==> config.mk <==
export PLATFORM = sky130hd
export DESIGN_NAME = life_engine
export DESIGN_NICKNAME = d
export VERILOG_FILES = /design/src/rtl/life_pkg.sv /design/src/rtl/life_seq.sv /design/src/rtl/life_load_chain.sv /design/src/rtl/life_next_gen.sv /design/src/rtl/life_update_reg.sv /design/src/rtl/life_engine.sv
export SDC_FILE = /design/constraint.sdc
export NUM_CORES = 1
export LEC_CHECK = 0
export ABC_AREA = 1
export BUFFER_PORTS_ARGS = -buffer_cell sky130_fd_sc_hd__buf_2
export CAP_MARGIN = 5
export CORE_ASPECT_RATIO = 1.75
export CORE_MARGIN = 10
export CORE_UTILIZATION = 52
export DETAILED_ROUTE_END_ITERATION = 8
export PLACE_DENSITY = 0.71
export SLEW_MARGIN = 20
export SYNTH_ARGS = -nofsm -noshare
export SYNTH_HDL_FRONTEND = slang
export SYNTH_SLANG_ARGS = --single-unit
==> constraint.sdc <==
create_clock -name clk -period 3.4 [get_ports clk]
set_input_delay 0.17 -clock clk [delete_from_list [all_inputs] [get_ports clk]]
set_output_delay 0.17 -clock clk [all_outputs]
set_load 0.05 [all_outputs]
==> src/rtl/life_pkg.sv <==
package life_pkg;

  // Operating phase of the engine.
  typedef enum logic [1:0] {
    PH_LOAD   = 2'd0,  // serial fill from the data line
    PH_UPDATE = 2'd1,  // one clock: parallel next-generation capture
    PH_SHOW   = 2'd2   // one cell per clock presented and recirculated
  } phase_e;

endpackage

==> src/rtl/life_seq.sv <==
module life_seq
  import life_pkg::*;
#(
  parameter int CELLS = 64,
  localparam int CNT_W = $clog2(CELLS)
) (
  input  logic             clk,
  input  logic             rst,
  input  logic             start_i,
  output phase_e           phase_o,
  output logic [CNT_W-1:0] idx_o
);

  localparam logic [CNT_W-1:0] LAST_IDX = CNT_W'(CELLS - 1);

  phase_e           phase_q;
  logic [CNT_W-1:0] idx_q;

  always_ff @(posedge clk) begin
    if (rst) begin
      phase_q <= PH_LOAD;
      idx_q   <= '0;
    end else begin
      unique case (phase_q)
        PH_LOAD: begin
          // start is a level: once seen, loading never resumes
          if (start_i) phase_q <= PH_UPDATE;
        end
        PH_UPDATE: begin
          phase_q <= PH_SHOW;
          idx_q   <= '0;
        end
        PH_SHOW: begin
          if (idx_q == LAST_IDX) begin
            phase_q <= PH_UPDATE;
          end else begin
            idx_q <= idx_q + CNT_W'(1);
          end
        end
        default: phase_q <= PH_LOAD;
      endcase
    end
  end

  assign phase_o = phase_q;
  assign idx_o   = idx_q;

endmodule

==> src/rtl/life_load_chain.sv <==
module life_load_chain #(
  parameter int CELLS = 64
) (
  input  logic             clk,
  input  logic             rst,
  input  logic             shift_en,
  input  logic             bit_i,
  output logic [CELLS-1:0] grid_o
);

  // Bits enter at the top index and move toward index 0. After CELLS
  // shifts, the first bit in sits at index 0, which is location 1.
  logic [CELLS-1:0] chain_q;

  always_ff @(posedge clk) begin
    if (rst) begin
      chain_q <= '0;
    end else if (shift_en) begin
      chain_q <= {bit_i, chain_q[CELLS-1:1]};
    end
  end

  assign grid_o = chain_q;

endmodule

==> src/rtl/life_next_gen.sv <==
module life_next_gen #(
  parameter int ROWS = 8,
  parameter int COLS = 8,
  localparam int CELLS = ROWS * COLS
) (
  input  logic [CELLS-1:0] cur_i,
  output logic [CELLS-1:0] nxt_o
);

  for (genvar r = 0; r < ROWS; r++) begin : g_row
    for (genvar c = 0; c < COLS; c++) begin : g_col
      logic [8:0] nb;
      logic [3:0] live_cnt;

      // Nine-slot window around (r,c); the centre and any slot past
      // the edge tie off to 0.
      for (genvar k = 0; k < 9; k++) begin : g_nb
        localparam int RR = r + (k / 3) - 1;
        localparam int CC = c + (k % 3) - 1;
        if (k == 4 || RR < 0 || RR >= ROWS || CC < 0 || CC >= COLS) begin : g_off
          assign nb[k] = 1'b0;
        end else begin : g_on
          assign nb[k] = cur_i[RR*COLS + CC];
        end
      end

      always_comb begin
        live_cnt = 4'($countones(nb));
      end

      assign nxt_o[r*COLS + c] = (live_cnt == 4'd3) |
                                 (cur_i[r*COLS + c] & (live_cnt == 4'd2));
    end
  end

endmodule

==> src/rtl/life_update_reg.sv <==
module life_update_reg #(
  parameter int CELLS = 64
) (
  input  logic             clk,
  input  logic             rst,
  input  logic             cap_en,
  input  logic             shift_en,
  input  logic [CELLS-1:0] gen_i,
  output logic             head_o
);

  // Captured in parallel, drained from index 0 upward.
  logic [CELLS-1:0] gen_q;

  always_ff @(posedge clk) begin
    if (rst) begin
      gen_q <= '0;
    end else if (cap_en) begin
      gen_q <= gen_i;
    end else if (shift_en) begin
      gen_q <= {1'b0, gen_q[CELLS-1:1]};
    end
  end

  assign head_o = gen_q[0];

endmodule

==> src/rtl/life_engine.sv <==
module life_engine
  import life_pkg::*;
#(
  parameter int ROWS = 8,
  parameter int COLS = 8,
  localparam int CELLS = ROWS * COLS,
  localparam int LOC_W = $clog2(CELLS + 1)
) (
  input  logic             clk,
  input  logic             rst,
  input  logic             data_i,
  input  logic             start_i,
  output logic             cell_o,
  output logic [LOC_W-1:0] loc_o
);

  localparam int CNT_W = $clog2(CELLS);

  phase_e           phase;
  logic [CNT_W-1:0] idx;
  logic [CELLS-1:0] grid;
  logic [CELLS-1:0] next_grid;
  logic             head;
  logic             in_load;
  logic             in_update;
  logic             in_show;
  logic             chain_en;
  logic             chain_bit;

  life_seq #(.CELLS(CELLS)) u_seq (
    .clk     (clk),
    .rst     (rst),
    .start_i (start_i),
    .phase_o (phase),
    .idx_o   (idx)
  );

  assign in_load   = (phase == PH_LOAD);
  assign in_update = (phase == PH_UPDATE);
  assign in_show   = (phase == PH_SHOW);

  // The chain takes user data while loading (not on the start clock)
  // and recirculates the new generation during readout.
  assign chain_en  = (in_load & ~start_i) | in_show;
  assign chain_bit = in_show ? head : data_i;

  life_load_chain #(.CELLS(CELLS)) u_chain (
    .clk      (clk),
    .rst      (rst),
    .shift_en (chain_en),
    .bit_i    (chain_bit),
    .grid_o   (grid)
  );

  life_next_gen #(.ROWS(ROWS), .COLS(COLS)) u_rule (
    .cur_i (grid),
    .nxt_o (next_grid)
  );

  life_update_reg #(.CELLS(CELLS)) u_upd (
    .clk      (clk),
    .rst      (rst),
    .cap_en   (in_update),
    .shift_en (in_show),
    .gen_i    (next_grid),
    .head_o   (head)
  );

  assign cell_o = in_show & head;
  assign loc_o  = in_show ? (LOC_W'(idx) + LOC_W'(1)) : '0;

endmodule

==> results.txt <==
After synthesis, the cell types taking the most area are sky130_fd_sc_hd__fa_1 (28%), sky130_fd_sc_hd__dfxtp_1 (19%), sky130_fd_sc_hd__ha_1 (15%). The number of antenna violations at the first check in global routing is 0, and the maximum number of pins on one net before global-route repair is 106. The count of flip-flops with a built-in enable after synthesis was 0; the number of fill cells in the layout was 2328. The worst hold path terminates at u_chain.grid_o[63]. The routed wire length per instance is 17.1 µm. The final critical path time including I/O delays and setup works out to 2.84 ns. Cells with a size suffix above 1 make up 6.59% of the layout. The register clock-pin slew on the reported worst setup and hold paths was 0.06 ns. For this run, the slowest stage of the critical path takes 0.53 ns.

The number of gates resized after CTS was 0. Most common cell after layout, fill and taps aside: sky130_fd_sc_hd__inv_1. The biggest fanout along the worst timing path is 8, and the length in cells of the worst reg-to-reg path is 10. The signal on the critical path passes through ha_1 -> inv_1 -> fa_1 -> fa_1 -> fa_1 -> nor2_1 -> o21ai_0 -> nand2_1 -> nand2_1 -> a21oi_1.

Once detail routing completed, the nets flagged for antenna violations numbered 0. For the pin with the worst max-slew slack, the measured transition is 1.11 ns. Across all register-to-register paths, the minimum setup slack is 0.56 ns. The H-tree was split into 4 levels. The average cell area after synthesis is 8.37 µm², and the global-route usage over all layers is 21.5%. The number of synthesized register bits was 136; the standard cell area after detailed placement was 14400 µm². Across the routed clock network, the largest skew measured is 0.00627 ns.

The achievable clock frequency was 0.352 GHz; the wire length of the first global-routing pass was 58.3 mm. The area growth from synthesis to layout is 7.04%. Routability-driven placement finished with a final weighted congestion of 0.900.

Kind of end point of the critical path: a register. The top-level port count was 12; the x dimension of the die was 145 µm. TritonCTS built the clock tree. For the worst setup path, the data required time is 3.78 ns. The number of nets handed over by synthesis was 2053. The maximum clock insertion buffer count was 2; the number of buffers and inverters on the critical path was 1.

Via count of the first global-routing pass: 11900. The fraction of the yosys area taken by sequential cells is 19.3%. The synthesized netlist cell count came out at 1685. Synthesis instantiated 30 different standard cells from the library.

For the worst-skew pair, the clock arrives at the later sink with an insertion delay of 0.45 ns. Once the floorplan was initialized, standard cells occupied 52.9% of the core. The tools report the total number of vias as 10900.

Summed over all layers, the global routing overflow is 0. The worst setup path is launched from a register. In this run the biggest area consumer among cell types represents 28.4% of the synthesized area. The share of the cycle needed by the critical path after routing is 83.6%, and the post-CTS setup-driven buffer insertion count is 0. At the end of the flow, the number of nets in the layout was 2055. Using the TritonRoute via totals, the vias-per-cell ratio works out to 5.41. The first-iteration detailed-routing DRC count was 574. The run gives 27.2 mm as the half-perimeter wire length of the detailed placement result.

The tools report the reg-to-reg critical path endpoint as u_upd.gen_q[17]. STA puts the critical path data arrival time at 3.23 ns. The number of max-slew violations in the final report is 0, and the count of cells along the worst hold path is 3.

The type of the most critical hold path was input pin to register. The run gives 0 as the count of antenna diodes in the layout. Kind of cell with the highest combined delay on the critical path: adder cells. The vertical extent of the die is 238 µm, and the die area is 34400 µm². sky130_fd_sc_hd__fa_1 takes more of the synthesized area than any other cell. Post-route setup TNS: 0 ns. The run finished with clean final reports.

For the post-layout instance area, the log shows 15100 µm². The tools report the total of endpoints with negative setup slack in the final report as 0. In the layout the commonest cells are sky130_fd_sc_hd__inv_1 (404), sky130_fd_sc_hd__fa_1 (200), sky130_fd_sc_hd__a21oi_1 (192). Wires add up to 34.6 mm. In this run the most critical hold path is launched from data_i. The cell occurring most often along the worst timing path was sky130_fd_sc_hd__fa_1. After floorplanning, the core was sized to cover 26700 µm². Summing every instance area after synthesis gives 14100 µm². The startpoint identified for the worst register-to-register timing path is u_chain.grid_o[25]. During placement, the flow inserted port buffers numbering 11. Root buffer cell: sky130_fd_sc_hd__clkbuf_16. Among all flip-flop cells after synthesis, the most frequent one is sky130_fd_sc_hd__dfxtp_1. Clock tree synthesis found a total of 136 sinks. For this run, the number of Yosys warnings is 0. In the routed design, unresolved DRC markers number 0. The number of optimization iterations in the first detailed-route pass was 5. Headroom to the max-slew limit came out at 25.9%. Setup repair after global routing left no endpoint under its margin. Row count: 79. The setup path with the least slack is of type register to register. In this run, CTS created clock tree buffers numbering 17.

For this run, asynchronously set or reset flops after synthesis account for 0%. The tools report the number of violations of the max-capacitance limit as 0. On the critical path, the stage with the largest delay is an instance of sky130_fd_sc_hd__dfxtp_1.

The tools report the count of final hold-check violations as 0.
metrics by stage:
stage                     setup WS [ns]  utilization (%)  hold slack (ns)  cells
after floorplan                   0.820                -            0.239   1685
after global placement            0.627             54.0            0.392   1991
after detailed placement          0.581             54.0            0.398   1991
after CTS                         0.561             56.6           0.0500   2024
after global routing              0.335             56.6            0.118   2024
final                             0.558             56.6           0.0776   2024
cell type report:
| type | count | area (µm²) | share of cell area [%] |
|---|---|---|---|
| Clock buffer | 20 | 457 | 3.02 |
| Clock inverter | 12 | 220 | 1.46 |
| Inverter | 410 | 1540 | 10.2 |
| Multi-Input combinational cell | 1084 | 9490 | 62.9 |
| Sequential cell | 136 | 2720 | 18.0 |
| Tap cell | 324 | 405 | 2.68 |
| Timing Repair Buffer | 38 | 260 | 1.72 |
per-layer routing:
layer | GRT usage [%] | wire length (µm) | vias up | share of wire (%)
li1 | - | - | 5262 | -
met1 | 21.5 | 12600 | 5352 | 36
met2 | 39.8 | 18700 | 232 | 54
met3 | 2.98 | 932 | 98 | 2.7
met4 | 14.1 | 2360 | 0 | 6.8
met5 | 0 | 0 | - | 0
tightest hold or removal path, delay by kind of cell:
family | cells | cell delay [ns]
buf+inv | 1 | 0.08
compound gates | 2 | 0.24
synthesized netlist by cell type (7+ instances only):
cell type                  count
sky130_fd_sc_hd__fa_1        200
sky130_fd_sc_hd__ha_1        164
sky130_fd_sc_hd__nand2_1     141
sky130_fd_sc_hd__dfxtp_1     136
sky130_fd_sc_hd__o21ai_0     148
sky130_fd_sc_hd__buf_4        10
sky130_fd_sc_hd__inv_1       404
sky130_fd_sc_hd__clkbuf_1      7
sky130_fd_sc_hd__nor3_1       20
sky130_fd_sc_hd__buf_6        10
sky130_fd_sc_hd__nand4_1       9
sky130_fd_sc_hd__or2_2        27
sky130_fd_sc_hd__o211ai_1     17
sky130_fd_sc_hd__a21oi_1     192
sky130_fd_sc_hd__nand3_1      37
sky130_fd_sc_hd__nor2_1      108
sky130_fd_sc_hd__buf_2        23
worst max path at each step:
| stage | start | endpoint | slack (ns) | cells past startpoint |
|---|---|---|---|---|
| final | u_chain.grid_o[25] | u_upd.gen_q[17] | 0.56 | 10 |
| after global routing | u_chain.grid_o[25] | u_upd.gen_q[17] | 0.34 | 10 |
| after CTS | u_chain.grid_o[25] | u_upd.gen_q[17] | 0.56 | 10 |
| after detailed placement | u_chain.grid_o[25] | u_upd.gen_q[17] | 0.58 | 10 |
| after global placement | u_chain.grid_o[37] | u_upd.gen_q[30] | 0.63 | 10 |
| after floorplan | u_chain.grid_o[25] | u_upd.gen_q[18] | 0.82 | 8 |
sequential cells by signal (all words and copies together), names as in the netlist:
register	cells
u_upd.gen_q	64
u_seq.phase_o	2
u_seq.idx_o	6
u_chain.grid_o	64
repair_timing:
action | in CTS | in global routing
hold endpoints to repair | 3 | 0
hold buffers | 1 | 0
setup endpoints to repair | 0 | 0
logic make-up (layout without fill, tap and decap cells):
kind of cell / Yosys count / in the layout / share of synthesized area [%]
buffers and inverters: 465 / 480 / 13.4
AOI/OAI and AO/OA: 369 / 369 / 13.6
adders and majority gates: 364 / 364 / 42.9
and+or+nand+nor: 351 / 351 / 10.7
DFF: 136 / 136 / 19.3
Power is left out: the tool's default activity adds up to more than one toggle a clock period on the data nets, which glitch-free logic cannot reach.
